--- src/rtl/ucs_pkg.sv ---
package ucs_pkg;
  parameter int OP_W     = 10;
  parameter int FLAG_W   = 4;
  parameter int ST_W     = 5;
  parameter int SLICE_W  = 8;
  parameter int N_SLICES = 2;

  localparam int ADDR_W = OP_W + FLAG_W + ST_W;
  localparam int CTL_W  = SLICE_W * N_SLICES;

  localparam int FLG_C = 0;
  localparam int FLG_V = 1;
  localparam int FLG_Z = 2;
  localparam int FLG_N = 3;

  localparam logic [OP_W-1:0] OP_HALT = 10'h000;
  localparam logic [OP_W-1:0] OP_MOV  = 10'h040;
  localparam logic [OP_W-1:0] OP_NOP  = 10'h0A0;
  localparam logic [OP_W-1:0] OP_BEQ  = 10'h0C0;

  localparam logic [ST_W-1:0] S_FETCH = 5'd0;
  localparam logic [ST_W-1:0] S_ONE   = 5'd1;
  localparam logic [ST_W-1:0] S_TWO   = 5'd2;
  localparam logic [ST_W-1:0] S_THREE = 5'd3;

  // control word bit meanings for the demo microprogram
  localparam logic [CTL_W-1:0] C_ADDR_FROM_PC = 16'h0001;
  localparam logic [CTL_W-1:0] C_MEM_READ     = 16'h0002;
  localparam logic [CTL_W-1:0] C_IR_LOAD      = 16'h0004;
  localparam logic [CTL_W-1:0] C_PC_STEP      = 16'h0008;
  localparam logic [CTL_W-1:0] C_ALU_PASS     = 16'h0010;
  localparam logic [CTL_W-1:0] C_REG_WRITE    = 16'h0020;
  localparam logic [CTL_W-1:0] C_PC_ADD_OFS   = 16'h0040;
  localparam logic [CTL_W-1:0] C_STOPPED      = 16'h0080;
  localparam logic [CTL_W-1:0] C_SRC_DRIVE    = 16'h0100;
  localparam logic [CTL_W-1:0] C_DST_LATCH    = 16'h0200;
  localparam logic [CTL_W-1:0] C_IDLE_MARK    = 16'h0400;
  localparam logic [CTL_W-1:0] C_FLAG_UPDATE  = 16'h0800;
  localparam logic [CTL_W-1:0] C_BR_DONE      = 16'h1000;

  localparam logic [CTL_W-1:0] C_FETCH =
    C_ADDR_FROM_PC | C_MEM_READ | C_IR_LOAD | C_PC_STEP;

  typedef struct packed {
    logic [CTL_W-1:0] ctl;
    logic [ST_W-1:0]  nxt;
  } uentry_t;

  function automatic logic [ADDR_W-1:0] pack_addr(
      input logic [OP_W-1:0] op, input logic [FLAG_W-1:0] fl,
      input logic [ST_W-1:0] st);
    return {op, fl, st};
  endfunction

  // Sparse microprogram: unlisted addresses return all zero.
  function automatic uentry_t ucode_lookup(input logic [ADDR_W-1:0] a);
    uentry_t e;
    e.ctl = '0;
    e.nxt = '0;
    casez (a)
      {OP_NOP,  4'b????, S_FETCH}: begin e.ctl = C_FETCH; e.nxt = S_ONE; end
      {OP_MOV,  4'b????, S_FETCH}: begin e.ctl = C_FETCH; e.nxt = S_ONE; end
      {OP_BEQ,  4'b????, S_FETCH}: begin e.ctl = C_FETCH; e.nxt = S_ONE; end
      {OP_HALT, 4'b????, S_FETCH}: begin e.ctl = C_FETCH; e.nxt = S_ONE; end
      {OP_NOP,  4'b????, S_ONE}:   begin e.ctl = C_IDLE_MARK; e.nxt = S_FETCH; end
      {OP_HALT, 4'b????, S_ONE}:   begin e.ctl = C_STOPPED; e.nxt = S_ONE; end
      {OP_MOV,  4'b????, S_ONE}: begin
        e.ctl = C_SRC_DRIVE | C_ADDR_FROM_PC | C_MEM_READ; e.nxt = S_TWO;
      end
      {OP_MOV,  4'b????, S_TWO}: begin
        e.ctl = C_DST_LATCH | C_REG_WRITE; e.nxt = S_THREE;
      end
      {OP_MOV,  4'b????, S_THREE}: begin
        e.ctl = C_FLAG_UPDATE | C_REG_WRITE | C_ALU_PASS; e.nxt = S_FETCH;
      end
      {OP_BEQ,  4'b?1??, S_ONE}: begin e.ctl = C_PC_ADD_OFS; e.nxt = S_TWO; end
      {OP_BEQ,  4'b?0??, S_ONE}: begin e.ctl = C_PC_STEP; e.nxt = S_FETCH; end
      {OP_BEQ,  4'b????, S_TWO}: begin e.ctl = C_BR_DONE; e.nxt = S_FETCH; end
      default: begin e.ctl = '0; e.nxt = '0; end
    endcase
    return e;
  endfunction
endpackage

--- src/rtl/ucs_ctl_slice.sv ---
module ucs_ctl_slice
  import ucs_pkg::*;
#(
  parameter int SLICE_IDX = 0
) (
  input  logic [ADDR_W-1:0]  addr,
  output logic [SLICE_W-1:0] data
);
  localparam int LSB = SLICE_IDX * SLICE_W;

  uentry_t ent;
  always_comb begin
    ent  = ucode_lookup(addr);
    data = ent.ctl[LSB +: SLICE_W];
  end
endmodule

--- src/rtl/ucs_next_table.sv ---
module ucs_next_table
  import ucs_pkg::*;
(
  input  logic [ADDR_W-1:0] addr,
  output logic [ST_W-1:0]   nxt
);
  uentry_t ent;
  always_comb begin
    ent = ucode_lookup(addr);
    nxt = ent.nxt;
  end
endmodule

--- src/rtl/ucs_state_reg.sv ---
module ucs_state_reg
  import ucs_pkg::*;
(
  input  logic            clk,
  input  logic            rst,
  input  logic [ST_W-1:0] d,
  output logic [ST_W-1:0] q
);
  always_ff @(posedge clk) begin
    if (rst) q <= S_FETCH;
    else     q <= d;
  end
endmodule

--- src/rtl/ucs_sequencer.sv ---
module ucs_sequencer
  import ucs_pkg::*;
(
  input  logic              clk,
  input  logic              rst,
  input  logic [OP_W-1:0]   opcode,
  input  logic [FLAG_W-1:0] flags,
  output logic [CTL_W-1:0]  ctl,
  output logic [ST_W-1:0]   state
);
  logic [ADDR_W-1:0] table_addr;
  logic [ST_W-1:0]   next_state;
  logic [ST_W-1:0]   cur_state;

  assign table_addr = pack_addr(opcode, flags, cur_state);

  for (genvar k = 0; k < N_SLICES; k++) begin : g_slice
    ucs_ctl_slice #(.SLICE_IDX(k)) u_slice (
      .addr (table_addr),
      .data (ctl[k*SLICE_W +: SLICE_W])
    );
  end

  ucs_next_table u_next (
    .addr (table_addr),
    .nxt  (next_state)
  );

  ucs_state_reg u_state (
    .clk (clk),
    .rst (rst),
    .d   (next_state),
    .q   (cur_state)
  );

  assign state = cur_state;
endmodule

--- config.mk ---
export PLATFORM = sky130hd
export DESIGN_NAME = ucs_sequencer
export DESIGN_NICKNAME = d
export VERILOG_FILES = /design/src/rtl/ucs_pkg.sv /design/src/rtl/ucs_ctl_slice.sv /design/src/rtl/ucs_next_table.sv /design/src/rtl/ucs_state_reg.sv /design/src/rtl/ucs_sequencer.sv
export SDC_FILE = /design/constraint.sdc
export NUM_CORES = 1
export LEC_CHECK = 0
export BUFFER_PORTS_ARGS = -buffer_cell sky130_fd_sc_hd__buf_2
export CAP_MARGIN = 20
export CORE_MARGIN = 2
export CORE_UTILIZATION = 37
export DETAILED_ROUTE_END_ITERATION = 12
export GPL_ROUTABILITY_DRIVEN = 1
export GPL_TIMING_DRIVEN = 0
export PLACE_DENSITY = 0.74
export SYNTH_ARGS = -nofsm -noshare
export SYNTH_HDL_FRONTEND = slang
export SYNTH_HIERARCHICAL = 1
export SYNTH_SLANG_ARGS = --single-unit
--- constraint.sdc ---
create_clock -name clk -period 1.6 [get_ports clk]
set_clock_uncertainty 0.1 [all_clocks]
set_input_delay 0.24 -clock clk [delete_from_list [all_inputs] [get_ports clk]]
set_output_delay 0.24 -clock clk [all_outputs]
set_load 0.005 [all_outputs]
==> impl_metrics.tcl <==
set metrics [dict create \
    synth_top_family_by_area "simple AND/OR/NAND/NOR gates" \
    min_path_cells 2 \
    ys_ff_latch 5 \
    vias_per_cell 5.36 \
    violations "negative setup slack" \
    numCtsBuffers 3 \
    worstRegToRegCells 6 \
    globalplace.congestion 0.833 \
    synthAdderAreaFrac 0 \
    final_nets 138 \
    drt-wirelength-per-cell_um 12.5 \
    holdPathEnd "u_state/q[1]" \
    min_period_ns 1.89 \
    seq_area_frac_synth 0.175 \
    yosys.cell_types.count 32 \
    drtAntennaViolNets 0 \
    worst-path-max-fanout 4 \
    diodes 0 \
    required_ns 1.26 \
    clk_pin_slew_ns 0.05 \
    crit_arrival_ns 1.55 \
    hold_slack_ns 0.110 \
    cp-end-kind "output port" \
    wl_met3_um 81 \
    start_util 0.389 \
    ff2ff_setup_slack_ns -0.04 \
    largestRegisters "u_state/q: 5 flops" \
    hold_violations 0 \
    leakage_nw 0.438 \
    setup_tns_ns -2.48 \
    top_register "u_state/q" \
    drc 0 \
    grt_max_degree 12 \
    criticalPathCategory "reg2out" \
    mostFrequentLayoutCell "buf_2" \
    synth-compound-area-share 0.0897 \
    drtIter0Drc 15 \
    die_y_um 43.3 \
    die_x_um 43.3 \
    min_from "rst" \
    area_growth_pct 73.1 \
    routed.top_layer "met4" \
    antenna_found_initial 0 \
    finalCritPeriodShare 1.18 \
    ys_warn_count 6 \
    wl_met1_um 661 \
    clock-root-buffer "clkbuf_4" \
    avgSynthCellArea_um2 8.05 \
    finalMaxSlewViolations 0 \
    largest_register_ffs 5 \
    hold_path_class "in2reg" \
    num_rows 14 \
    crit_path_start "u_state/q[4]" \
    setup_viol 14 \
    overflow 0 \
    grt_pass1_wl_um 2700 \
    peakVddDrop_mv 0.342 \
    clockBufferDepth 2 \
    drt_pass1_iterations 4 \
    cts_sinks 5 \
    synthXorXnorAreaFrac 0.0306 \
    rsz0062_at_grt "true" \
    wirelength_um 1710 \
    vias 735 \
    dp_hpwl_um 1090 \
    r2r_start "u_state/q[1]" \
    cts.htree.levels 1 \
    top_level_ports 37 \
    first_global_vias 652 \
    post_synth_instance_area_um2 572 \
    dieArea_um2 1880 \
    drive_gt1_frac 0.661 \
    netlist_instances 71 \
    grtUsageTotal 0.191 \
    io_buffers 30 \
    fmax_mhz 530 \
    holdBufCountCts 0 \
    core_area_um2 1470 \
    max_cap_violations 0 \
    cp-start-kind "flop" \
    wl_met2_um 938 \
    yosys.area_share.simple 0.586 \
    cts_tree "built" \
    synth_mux_area_frac 0 \
    rr_endpoint "u_state/q[1]" \
    outcome "complete, but fails checks" \
    clk_latency_ns 0.24 \
    power.density_nw_per_um2 390 \
    fin_ws_ns -0.287 \
    final_cell_mix "buf_2, buf_4, conb_1" \
]
[critical path, cell delays in order (launching register included)]
cell and delay [ns]:
dfxtp_4 0.35, nor4_4 0.15, nand2_1 0.10, or3_4 0.43, o21ai_2 0.08, buf_4 0.12, buf_6 0.08
[Yosys cell counts]
library cell,number,share of area
nand2_1,4,0.026
nor4_2,1,0.022
o21a_1,1,0.013
or2_1,1,0.011
nand2b_1,1,0.011
or4_1,2,0.026
nor2_1,5,0.033
a2111oi_1,1,0.018
a21oi_2,1,0.015
or3_1,2,0.022
or2b_2,1,0.015
and2_2,1,0.013
nor4_1,8,0.088
inv_1,2,0.013
or3b_4,1,0.020
buf_4,7,0.092
or4_4,2,0.039
nand4b_1,1,0.015
a211oi_1,1,0.013
or3b_2,1,0.015
or4bb_1,3,0.059
or2b_1,1,0.013
nand3_1,3,0.026
o31ai_2,1,0.022
conb_1,2,0.013
nor4_4,1,0.037
nand4_1,2,0.022
o21ai_0,1,0.0087
dfxtp_1,5,0.18
xnor2_1,2,0.031
nor3_2,1,0.018
nor2b_1,5,0.055
[power by group]
group	internal, mW	switching [mW]
clock	0.0942	0.0504
combinational	0.0559	0.0544
sequential	0.124	0.00675
[worst max-delay path by stage]
stage | endpoint | depth (start not counted)
finish | ctl[1] | 6
CTS | ctl[1] | 6
detailed placement | ctl[3] | 6
floorplan | ctl[1] | 5
global placement | ctl[3] | 6
global route | ctl[1] | 6
[cell families (layout without fill, tap and decap cells)]
group                     after synthesis  count (layout)
and+or+nand+nor                        47              47
xor gates and xnor gates                2               2
DFF                                     5               5
AOI/OAI and AO/OA                       6               6
other                                   2               6
buffers and inverters                   9              55
[final cells by class]
class / instances / area, µm²
Multi-Input combinational cell: 61 / 507
Fill cell: 120 / 482
Timing Repair Buffer: 42 / 258
Sequential cell: 5 / 119
Buffer: 7 / 52.6
Clock buffer: 4 / 26.3
Tap cell: 16 / 20.0
Inverter: 2 / 7.51
[what timing repair did]
item	4_1_cts	5_1_grt
setup endpoints to repair	13	15
pin swaps	16	6
gates resized for setup	18	7
buffers inserted	11	1
[layer usage]
layer,up-vias,GRT usage
met2,26,0.352
met3,4,0.0426
met4,0,0.103
met1,350,0.195
met5,-,0
li1,355,-
[per-stage QoR]
stage / cell area, µm² / utilization / instances / power [mW] / setup WS, ns
final: 990 / 0.673 / 137 / 0.386 / -0.287
after global routing: 990 / 0.673 / 137 / 0.418 / -0.368
after CTS: 946 / 0.643 / 136 / 0.385 / -0.299
after detailed placement: 769 / 0.523 / 121 / 0.224 / -0.230
after global placement: 769 / 0.523 / 121 / 0.222 / -0.205
after floorplan: 599 / - / 75 / 0.183 / 0.00848
(Power assumes the default switching activity.)
